File: src/rtl/softgate_pkg.sv
package softgate_pkg;
  localparam int DATA_W   = 32;
  localparam int SFT_BIT  = 31;
  localparam int GATE_BIT = 30;

  typedef enum logic [1:0] {
    OP_LOAD = 2'd0,
    OP_SET  = 2'd1,
    OP_CLR  = 2'd2,
    OP_TOG  = 2'd3
  } wrOp_e;

  // bits[1] = soft-reset field, bits[0] = clock-gate field
  typedef struct packed {
    logic       wrEn;
    wrOp_e      op;
    logic [1:0] bits;
    logic       hwGate;
  } ctrlStrobe_t;
endpackage

File: src/rtl/softgate_ctrl.sv
module softgate_ctrl
  import softgate_pkg::*;
#(
  parameter int GATE_DELAY = 4,
  parameter int ADDR_W     = 4
) (
  input  logic              clk,
  input  logic              rstN,
  input  logic              busWrite,
  input  logic [ADDR_W-1:0] busAddr,
  input  logic [DATA_W-1:0] busWdata,
  input  logic              sftRst,
  output ctrlStrobe_t       strobe
);
  localparam int CNT_W = $clog2(GATE_DELAY + 1);
  localparam logic [CNT_W-1:0] CNT_MAX  = CNT_W'(GATE_DELAY);
  localparam logic [CNT_W-1:0] CNT_FIRE = CNT_W'(GATE_DELAY - 1);

  logic [CNT_W-1:0] delayCnt;
  logic             inWindow;

  // Offsets above 0xF fall outside the register window.
  assign inWindow = ((busAddr >> 4) == '0);

  // Starts saturated so the reset value of soft reset does not re-trigger.
  always_ff @(posedge clk or negedge rstN) begin
    if (!rstN)                   delayCnt <= CNT_MAX;
    else if (!sftRst)            delayCnt <= '0;
    else if (delayCnt != CNT_MAX) delayCnt <= delayCnt + 1'b1;
  end

  always_comb begin
    strobe.wrEn   = busWrite && inWindow;
    strobe.op     = wrOp_e'(busAddr[3:2]);
    strobe.bits   = {busWdata[SFT_BIT], busWdata[GATE_BIT]};
    strobe.hwGate = sftRst && (delayCnt == CNT_FIRE);
  end

  // hardware gate request is a single-cycle event per soft-reset rising
  assert_one_shot_R8: assert property (@(posedge clk) disable iff (!rstN)
    strobe.hwGate |=> !strobe.hwGate);
endmodule

File: src/rtl/softgate_dp.sv
module softgate_dp
  import softgate_pkg::*;
#(
  parameter int NUM_CH = 4
) (
  input  logic              clk,
  input  logic              rstN,
  input  ctrlStrobe_t       strobe,
  output logic              sftRst,
  output logic              clkGate,
  output logic [DATA_W-1:0] rdData,
  output logic [NUM_CH-1:0] chanRst,
  output logic              clkEn
);
  logic [1:0] swNext;

  function automatic logic [1:0] applyOp(input logic [1:0] cur,
                                         input logic [1:0] mask,
                                         input wrOp_e op);
    case (op)
      OP_LOAD: return mask;
      OP_SET:  return cur | mask;
      OP_CLR:  return cur & ~mask;
      default: return cur ^ mask;
    endcase
  endfunction

  always_comb begin
    swNext = {sftRst, clkGate};
    if (strobe.wrEn) swNext = applyOp({sftRst, clkGate}, strobe.bits, strobe.op);
  end

  always_ff @(posedge clk or negedge rstN) begin
    if (!rstN) begin
      sftRst  <= 1'b1;
      clkGate <= 1'b1;
    end else begin
      sftRst  <= swNext[1];
      clkGate <= swNext[0] | strobe.hwGate;
    end
  end

  always_comb begin
    rdData           = '0;
    rdData[SFT_BIT]  = sftRst;
    rdData[GATE_BIT] = clkGate;
  end

  for (genvar ch = 0; ch < NUM_CH; ch++) begin : g_chanRst
    assign chanRst[ch] = sftRst;
  end
  assign clkEn = ~clkGate;

  // set alias raises the soft-reset bit
  assert_set_sft_R4: assert property (@(posedge clk) disable iff (!rstN)
    (strobe.wrEn && strobe.op == OP_SET && strobe.bits[1]) |=> sftRst);
  // clear alias drops the gate bit when hardware is not setting it
  assert_clr_gate_R5: assert property (@(posedge clk) disable iff (!rstN)
    (strobe.wrEn && strobe.op == OP_CLR && strobe.bits[0] && !strobe.hwGate) |=> !clkGate);
  // hardware gate request always lands
  assert_hw_wins_R10: assert property (@(posedge clk) disable iff (!rstN)
    strobe.hwGate |=> clkGate);
  // no write and no hardware event keeps the register still
  assert_idle_hold_R12: assert property (@(posedge clk) disable iff (!rstN)
    (!strobe.wrEn && !strobe.hwGate) |=> $stable({sftRst, clkGate}));
endmodule

File: src/rtl/softgate_top.sv
module softgate_top
  import softgate_pkg::*;
#(
  parameter int GATE_DELAY = 4,
  parameter int NUM_CH     = 4,
  parameter int ADDR_W     = 4
) (
  input  logic              clk,
  input  logic              rstN,
  input  logic              busWrite,
  input  logic [ADDR_W-1:0] busAddr,
  input  logic [31:0]       busWdata,
  output logic [31:0]       busRdata,
  output logic [NUM_CH-1:0] chanRst,
  output logic              clkEn
);
  ctrlStrobe_t strobe;
  logic        sftRst;
  logic        clkGate;

  softgate_ctrl #(.GATE_DELAY(GATE_DELAY), .ADDR_W(ADDR_W)) u_ctrl (
    .clk(clk), .rstN(rstN), .busWrite(busWrite), .busAddr(busAddr),
    .busWdata(busWdata), .sftRst(sftRst), .strobe(strobe)
  );

  softgate_dp #(.NUM_CH(NUM_CH)) u_dp (
    .clk(clk), .rstN(rstN), .strobe(strobe), .sftRst(sftRst),
    .clkGate(clkGate), .rdData(busRdata), .chanRst(chanRst), .clkEn(clkEn)
  );
endmodule

File: config.mk
export PLATFORM = sky130hd
export DESIGN_NAME = softgate_top
export DESIGN_NICKNAME = d
export VERILOG_FILES = /design/src/rtl/softgate_pkg.sv /design/src/rtl/softgate_ctrl.sv /design/src/rtl/softgate_dp.sv /design/src/rtl/softgate_top.sv
export SDC_FILE = /design/constraint.sdc
export NUM_CORES = 1
export LEC_CHECK = 0
export ABC_CLOCK_PERIOD_IN_PS = 4600
export CAP_MARGIN = 10
export CORE_UTILIZATION = 50
export CTS_CLUSTER_DIAMETER = 100
export DETAILED_ROUTE_END_ITERATION = 6
export DONT_BUFFER_PORTS = 1
export PLACE_DENSITY = 0.64
export SLEW_MARGIN = 30
export SYNTH_ARGS = -nofsm -noshare
export SYNTH_HDL_FRONTEND = slang
export SYNTH_HIERARCHICAL = 1
export SYNTH_SLANG_ARGS = --single-unit
File: constraint.sdc
create_clock -name clk -period 4.6 [get_ports clk]
set_input_delay 0.23 -clock clk [delete_from_list [all_inputs] [get_ports clk]]
set_output_delay 0.23 -clock clk [all_outputs]
set_load 0.05 [all_outputs]
# Word level (Yosys, flattened, before mapping)
# Index checks and enable logic that the tools add are counted.
[word_totals]
ram_bits = 0
latch_bits = 0
register_bits = 5
mem_bits_ro = 0
memories = 0
[op_classes]
eq_ne = 5
n_reduce_logical = 2
n_lt_le_gt_ge = 0
n_shift = 0
div_mod_pow = 0
mul = 0
n_mux = 4
bitwise_logic = 6
n_addsub = 1
[ops]
columns = ["cell", "count"]
rows = [
  ["$mux 3", 2],
  ["$pmux 2 s3", 1],
  ["$add 3x1->3 const B", 1],
  ["$eq 3x2->1 const B", 1],
  ["$ne 3x3->1 const B", 1],
  ["$and 2x2->2", 1],
  ["$eq 2x1->1 const B", 1],
  ["$eq 2x2->1 const B", 1],
  ["$logic_not 2->1", 1],
  ["$ne 2x2->1 const B", 1],
  ["$not 2->2", 1],
  ["$or 2x2->2", 1],
  ["$xor 2x2->2", 1],
  ["$logic_and 1x1->1", 1],
  ["$mux 1", 1],
  ["$not 1->1", 1],
  ["$or 1x1->1", 1],
]

# Logic depth before layout (Yosys ltp)
# Gate-level depths: netlist of the first run.
[logic_depth]
word_depth = 5
mapped_depth = 6
ltp_nobuf = 5

# Hierarchy
# The synthesis of the first run kept the hierarchy.
[by_module_without_submodules]
columns = ["module", "instances", "area_each_um2", "seq_area_each_um2", "cells_each"]
rows = [
  ["softgate_dp", 1, 467.9, 52.6, 54],
  ["softgate_ctrl", 1, 216.5, 76.3, 23],
]

# Worst setup path after synthesis of the first run
# OpenSTA, ideal clock, no wires.
[synth_path]
path_kind = "register -> register"
start = "register u_dp.clkGate"
end = "register u_dp.clkGate"
stages_incl_launch_ff = 5
t_required_ns = 4.518
path_buffers = 0
synth_period_minus_slack_ns = 1.891
slack_ns = 2.709
t_arrival_ns = 1.809
path_cell_list = "dfstp_2 -> inv_1 -> ha_1 -> mux4_2 -> a211o_1"
[synth_between]
elab_chain_cells = 4
word_cells_on_any_way = 6
[synth_lines]
columns = ["item", "line", "rtl"]
rows = [
  ["start: declaration", "softgate_dp.sv:10", "output logic clkGate,"],
  ["start signal: assignment", "softgate_dp.sv:39", "clkGate <= swNext[0] | strobe.hwGate;"],
  ["$xor 2x2->2, or another cell as far along", "softgate_dp.sv:24", "default: return cur ^ mask;"],
  ["$pmux 2 s3", "softgate_dp.sv:20", "case (op)"],
  ["$mux 1 *", "softgate_dp.sv:30", "if (strobe.wrEn) swNext = applyOp({sftRst, clkGate}, strobe.bits, strobe.op);"],
  ["$or 1x1->1 *", "softgate_dp.sv:39", ""],
]
# Every way passes the cells marked *; elsewhere a longest branch is shown, timed or not.
# A chain may end at the register's enable or synchronous reset.

# Worst setup path after layout of the first run
# Ends and elaborated chain as after synthesis.

==> flow_metrics.py, run 1 <==
metrics = {
    "yosys": {
        "avgSynthCellArea_um2": 8.89,
        "synth_warnings": 6,
        "syn_area_um2": 684,
        "yosysUniqueCellTypes": 17,
        "yosysSeqAreaShare_pct": 18.8,
        "syn_inst": 77,
        "ys_ff_latch": 5,
    },
    "clock_network": {
        "cts_sinks": 5,
        "cts_buffers": 3,
        "clk_latency_ps": 240,
        "cts_buffer_depth": 2,
        "cts_root_buffer": "clkbuf_4",
        "cts.htree.levels": 1,
        "cts.clk_slew.worst_paths_ps": 40,
        "cts_tree": "built",
    },
    "sta": {
        "maxSlewHeadroom_pct": 52.0,
        "tightest_slew_ps": 720,
        "finalCriticalPeriod_ps": 2210,
        "fin_crit_sh_pct": 48.1,
        "skew_ps": 1.38,
        "rsz0062_at_grt": "false",
        "slew_viol_final": 0,
        "setup_viol": 0,
        "setup_tns_ps": 0,
        "hold_violations": 0,
        "fmax_mhz": 452,
    },
    "drt": {
        "via_per_inst": 3.88,
        "wl_um": 676,
        "drt_first_pass_iters": 2,
        "post_drt_wl_per_cell_um": 7.95,
        "drc": 0,
        "ant_nets": 0,
        "num_vias": 330,
        "drt_iter0_drc": 1,
    },
    "floorplanning": {
        "io_pins": 76,
        "row_count": 12,
        "die_h_um": 39.0,
        "die_w_um": 39.0,
        "die-area_um2": 1520,
        "start_util_pct": 57.7,
        "core_um2": 1190,
    },
    "cells_and_area": {
        "final_common_cell": "conb_1",
        "multi_input_comb_area_um2": 323,
        "seqCellArea_um2": 129,
        "antenna_cells": 0,
        "fin_nets": 118,
        "drive_gt1_share_pct": 14.1,
        "layout.cells.non_filler": 85,
        "final_cell_mix": "conb_1 (30), inv_1 (9), ha_1 (7)",
        "final_util_pct": 46.1,
        "fill_cells": 131,
        "syn_to_final_growth_pct": -20.1,
    },
    "worst_setup_path": {
        "reg2reg_depth": 4,
        "r2r_slack_ps": 2390,
        "arrival_ps": 2380,
        "endpoint_kind": "flip-flop",
        "path_class": "reg2reg",
        "crit_fanout": 3,
        "cp.required_ps": 4760,
        "crit_path_start_kind": "flip-flop",
    },
    "power_and_ir_drop": {
        "leakagePower_nw": 0.320,
        "powerDensity_nw_per_um2": 597,
        "vdd_drop_max_uv": 321,
    },
    "placement": {
        "place_congestion": 0.666,
        "dp_cells": 80,
        "portBuffers": 0,
        "dp_hpwl_um": 593,
    },
    "grt": {
        "antenna_found_initial": 0,
        "grt_overflow": 0,
        "grt_max_degree": 11,
        "track_usage_pct": 10.9,
        "grt_pass1_vias": 269,
        "grt_pass1_wl_um": 1030,
    },
    "run": {
        "drv_cap": 0,
    },
    "min_path": {
        "hold_depth": 1,
        "holdCritPathClass": "in2reg",
    },
    "run_status": {
        "status": "complete, no violations",
    },
}
[power by group]
group	internal (mW)	switching, mW	total, mW
clock	0.0327	0.0172	0.0500
combinational	0.0378	0.144	0.182
sequential	0.0691	0.0262	0.0952
[cell type report]
class                      count  share of cell area [%]
multi-input combinational     51                    59.0
sequential                     5                    23.6
inverter                       9                    6.18
clock buffer                   4                    4.81
timing repair buffer           2                    3.20
tap                           14                    3.20
[cells by family (layout without fill, tap and decap cells)]
kind of cell	count (synthesis)	after routing	synth area share (%)
buf+inv	50	15	49.9
fa+ha+maj	7	7	12.8
simple gates	6	6	4.02
flops	5	5	18.8
compound gates	4	4	4.21
mux	4	4	9.69
other cells	1	30	0.548
[routing by layer]
metal / routed length, µm / track usage, % / vias up
met5: 0 / 0 / -
met4: 0 / 5.17 / 0
met3: 119 / 9.83 / 0
met2: 286 / 16.3 / 34
met1: 270 / 10.1 / 141
li1: - / - / 155
[worst max-delay path, stage by stage (launching register included)]
cell	delay (ps)
dfstp_2	700
inv_1	320
ha_1	360
mux4_2	460
a211o_1	300
[per-stage QoR]
| stage | area (µm²) | hold WS (ps) | power, mW | worst slack (ps) |
|---|---|---|---|---|
| final | 547 | 117 | 0.327 | 2390 |
| after global routing | 547 | 101 | 0.352 | 2310 |
| after CTS | 547 | 113 | 0.331 | 2370 |
| after detailed placement | 510 | -65.5 | 0.277 | 2380 |
| after global placement | 510 | -65.5 | 0.273 | 2390 |
| after floorplan | 793 | -65.6 | 0.302 | 2710 |
[cell usage after synthesis, drive strengths merged]
master | count | area share, %
a211o | 1 | 1.3
a21boi | 1 | 1.1
a21oi | 1 | 0.73
and2 | 1 | 0.91
and3 | 1 | 0.91
buf | 41 | 45
conb | 1 | 0.55
dfrtp | 2 | 7.3
dfstp | 3 | 12
ha | 7 | 13
inv | 9 | 4.9
mux2 | 1 | 1.6
mux2i | 1 | 1.5
mux4 | 2 | 6.6
nand2 | 3 | 1.6
nor2 | 1 | 0.55
o21a | 1 | 1.1
[path summary, 6_finish.rpt]
kind | from | to
max in group asynchronous | rstN | u_dp/sftRst$_DFFE_PN1P_
setup reg to reg | u_dp/clkGate$_DFF_PN1_ | u_dp/clkGate$_DFF_PN1_
min in group asynchronous | rstN | u_ctrl/delayCnt[0]$_DFFE_PN0P_
hold / removal | busWrite | u_dp/clkGate$_DFF_PN1_
hold reg to reg | u_ctrl/delayCnt[1]$_DFFE_PN0P_ | u_ctrl/delayCnt[1]$_DFFE_PN0P_
setup / recovery | u_dp/clkGate$_DFF_PN1_ | u_dp/clkGate$_DFF_PN1_
[timing repair]
action / 4_1_cts / 5_1_grt
buffers inserted: 0 / 0
hold buffers: 1 / 0
endpoints found under the hold margin: 5 / 0
resized for setup: 0 / 0
[sequential cells by signal (all words and copies together), names as in the netlist]
name             count
u_dp/sftRst          1
u_dp/clkGate         1
u_ctrl/delayCnt      3
(Power assumes the default switching activity.)
==> inputs of run 2 (changes only) <==
--- a/config.mk
+++ b/config.mk
@@ -5,13 +5,14 @@
 export SDC_FILE = /design/constraint.sdc
 export NUM_CORES = 1
 export LEC_CHECK = 0
-export ABC_CLOCK_PERIOD_IN_PS = 4600
+export ABC_AREA = 1
+export ABC_CLOCK_PERIOD_IN_PS = 1900
 export CAP_MARGIN = 10
 export CORE_UTILIZATION = 50
 export CTS_CLUSTER_DIAMETER = 100
 export DETAILED_ROUTE_END_ITERATION = 6
 export DONT_BUFFER_PORTS = 1
-export PLACE_DENSITY = 0.64
+export PLACE_DENSITY = 0.67
 export SLEW_MARGIN = 30
 export SYNTH_ARGS = -nofsm -noshare
 export SYNTH_HDL_FRONTEND = slang
==> constraint.sdc (replaced) <==
create_clock -name clk -period 1.9 [get_ports clk]
set_input_delay 0.095 -clock clk [delete_from_list [all_inputs] [get_ports clk]]
set_output_delay 0.095 -clock clk [all_outputs]
set_load 0.05 [all_outputs]
==> run 2 against run 1 <==
Effect of this change:
- first-iteration DRC count rose to 11 times the previous value
- global-route usage up 2.4 points
- clock power is 140% higher
- clock skew increased by 5.1 ps
- non-clock buffer count up 3
- worst hold slack worse by 18 ps
- synthesized cell count up 23%
- die area rose by 3.1%
- combinational power rose by 60%
- area after synthesis rose by 3.3%
- critical path type is now reg2out
==> flow_metrics.py, run 2 <==
metrics = {
    "power_and_ir_drop": {
        "powerDensity_nw_per_um2": 965,
        "leakagePower_nw": 0.365,
        "p_sw_mw": 0.324,
        "vdd_drop_max_uv": 413,
        "p_total_mw": 0.587,
        "switching_share_pct": 55.2,
        "combPwrFrac_pct": 49.9,
        "p_int_mw": 0.263,
        "clockPowerShare_pct": 20.6,
        "share_seq_of_total_power_pct": 29.5,
    },
    "yosys": {
        "synthArstFlopShare_pct": 100,
        "yosys.area.top_type_share_pct": 43.5,
        "synth_enable_flop_cells": 0,
        "yosysSeqAreaShare_pct": 18.2,
        "ys_ff_latch": 5,
        "synthTopCellsByArea": "buf_4 (44%), ha_1 (12%), dfstp_2 (11%)",
        "synth_warnings": 6,
        "synthTopCellsByCount": "buf_4 (41), inv_1 (12), nand2_1 (9)",
        "ys.flop_type": "dfstp_2",
        "yosys.area.top_type": "buf_4",
        "avgSynthCellArea_um2": 7.44,
        "yosysUniqueCellTypes": 15,
        "syn_inst": 95,
        "yosysMostFrequentCell": "buf_4",
        "syn_area_um2": 707,
    },
    "grt": {
        "grt_pass1_wl_um": 1380,
        "grt_pass1_vias": 327,
        "antenna_found_initial": 0,
        "grt_overflow": 0,
        "track_usage_pct": 13.3,
        "grt_max_degree": 8,
    },
    "cells_and_area": {
        "regMostFlops": "u_ctrl/delayCnt",
        "top_regs": "u_ctrl/delayCnt: 3 flops, u_dp/clkGate: 1 flops, u_dp/sftRst: 1 flops",
        "largest_reg_flops": 3,
        "final_common_cell": "conb_1",
        "syn_to_final_growth_pct": -14.0,
        "drive_gt1_share_pct": 12.0,
        "final_cell_mix": "conb_1 (30), inv_1 (12), nand2_1 (9), nand3_1 (8), ha_1 (7)",
        "antenna_cells": 0,
        "final_util_pct": 46.7,
        "fin_nets": 139,
        "layout.cells.non_filler": 107,
    },
    "floorplanning": {
        "io_pins": 76,
        "die-area_um2": 1570,
        "start_util_pct": 54.3,
        "row_count": 13,
        "core_um2": 1300,
        "die_w_um": 39.6,
        "die_h_um": 39.6,
    },
    "min_path": {
        "hold_depth": 4,
        "holdCritPathClass": "in2reg",
    },
    "sta": {
        "slew_viol_final": 0,
        "setup_tns_ps": 0,
        "skew_ps": 6.49,
        "fin_crit_sh_pct": 81.3,
        "whs_ps": 99.9,
        "setup_viol": 0,
        "rsz0062_at_grt": "false",
        "fmax_mhz": 648,
        "hold_violations": 0,
        "finalCriticalPeriod_ps": 1540,
    },
    "worst_setup_path": {
        "slowest_stage": "dfstp_2",
        "max_stage_delay_ps": 730,
        "cp_num_cells": 2,
        "reg2reg_depth": 6,
        "crit_buf_inv": 2,
        "crit_fanout": 7,
        "arrival_ps": 1450,
        "path_class": "reg2out",
        "cp_cell_sequence": "buf_4, buf_12",
        "endpoint_kind": "output port",
        "crit_path_start_kind": "flip-flop",
        "cp.required_ps": 1800,
        "crit_family": "flip-flops",
    },
    "placement": {
        "dp_cells": 101,
        "dp_hpwl_um": 711,
        "portBuffers": 0,
        "place_congestion": 0.726,
    },
    "drt": {
        "drc": 0,
        "drt_first_pass_iters": 4,
        "num_vias": 448,
        "drt_iter0_drc": 11,
        "wl_um": 887,
        "post_drt_wl_per_cell_um": 8.29,
        "via_per_inst": 4.19,
        "ant_nets": 0,
    },
    "clock_network": {
        "cts_tree": "built",
        "cts.clk_slew.worst_paths_ps": 50,
        "cts_buffer_depth": 2,
        "cts.htree.levels": 1,
        "clk_latency_ps": 240,
        "cts_buffers": 3,
        "cts_root_buffer": "clkbuf_4",
        "cts_sinks": 5,
    },
    "run_status": {
        "status": "complete, no violations",
    },
    "run": {
        "drv_cap": 0,
    },
}
run 2: cell types whose count changed after synthesis, sizes merged, moves of 2 or more:
cell   delta
nand3     +8
nor2      +3
mux4      -2
nand4     +2
nand2     +7
inv       +4
o21ai     +2
run 2: cells by family (layout without fill, tap and decap cells):
kind of cell,Yosys count,count (layout),synth area share (%)
AOI/OAI and AO/OA,4,4,3.19
other,1,30,0.530
and+or+nand+nor,24,24,15.2
adders and majority gates,7,7,12.4
DFF,5,5,18.2
buffers and inverters,54,22,50.4
run 2: final cells by class:
class	count	area (µm²)
Fill cell	133	693
Multi-Input combinational cell	65	330
Sequential cell	5	129
Timing Repair Buffer	5	55.1
Inverter	13	48.8
Clock buffer	4	26.3
Tap cell	15	18.8
run 2: worst paths after layout:
| kind | end | slack [ps] | start |
|---|---|---|---|
| setup / recovery | busRdata[31] | 360 | u_dp/sftRst$_DFFE_PN1P_ |
| hold reg to reg | u_ctrl/delayCnt[2]$_DFFE_PN1P_ | 520 | u_ctrl/delayCnt[2]$_DFFE_PN1P_ |
| hold / removal | u_dp/clkGate$_DFF_PN1_ | 100 | busAddr[2] |
| min in group asynchronous | u_ctrl/delayCnt[1]$_DFFE_PN0P_ | 150 | rstN |
| max in group asynchronous | u_dp/sftRst$_DFFE_PN1P_ | 1480 | rstN |
| setup reg to reg | u_dp/clkGate$_DFF_PN1_ | 480 | u_dp/clkGate$_DFF_PN1_ |
run 2: layer usage:
metal	track usage, %	routed length (µm)	vias up
li1	-	-	213
met1	15.5	337	195
met2	24.2	454	40
met3	1.70	95	0
met4	5.17	0	0
met5	0	0	-
run 2: repair_timing:
action,4_1_cts,5_1_grt
setup buffers,0,0
hold endpoints to repair,6,0
resized for setup,0,0
hold buffers,2,0
endpoints found under the setup margin,0,0
run 2: power groups by stage:
| stage | Combinational, mW | Clock, mW | Sequential [mW] |
|---|---|---|---|
| after floorplan | 0.351 | 0 | 0.148 |
| after global placement | 0.279 | 0 | 0.173 |
| after detailed placement | 0.285 | 0 | 0.174 |
| after CTS | 0.291 | 0.125 | 0.174 |
| after global routing | 0.314 | 0.134 | 0.176 |
| final | 0.292 | 0.121 | 0.173 |
run 2: worst min-delay path, cell delays in order:
cell     delay [ps]
o21ai_0          50
nand3_1          70
nand2_1          60
nand2_1          50
run 2: stage by stage:
stage          area [µm²]  setup slack, ps
2_1_floorplan         816              526
3_3_place_gp          562              504
3_5_place_dp          562              481
4_1_cts               608              353
5_1_grt               608              317
6_report              608              356
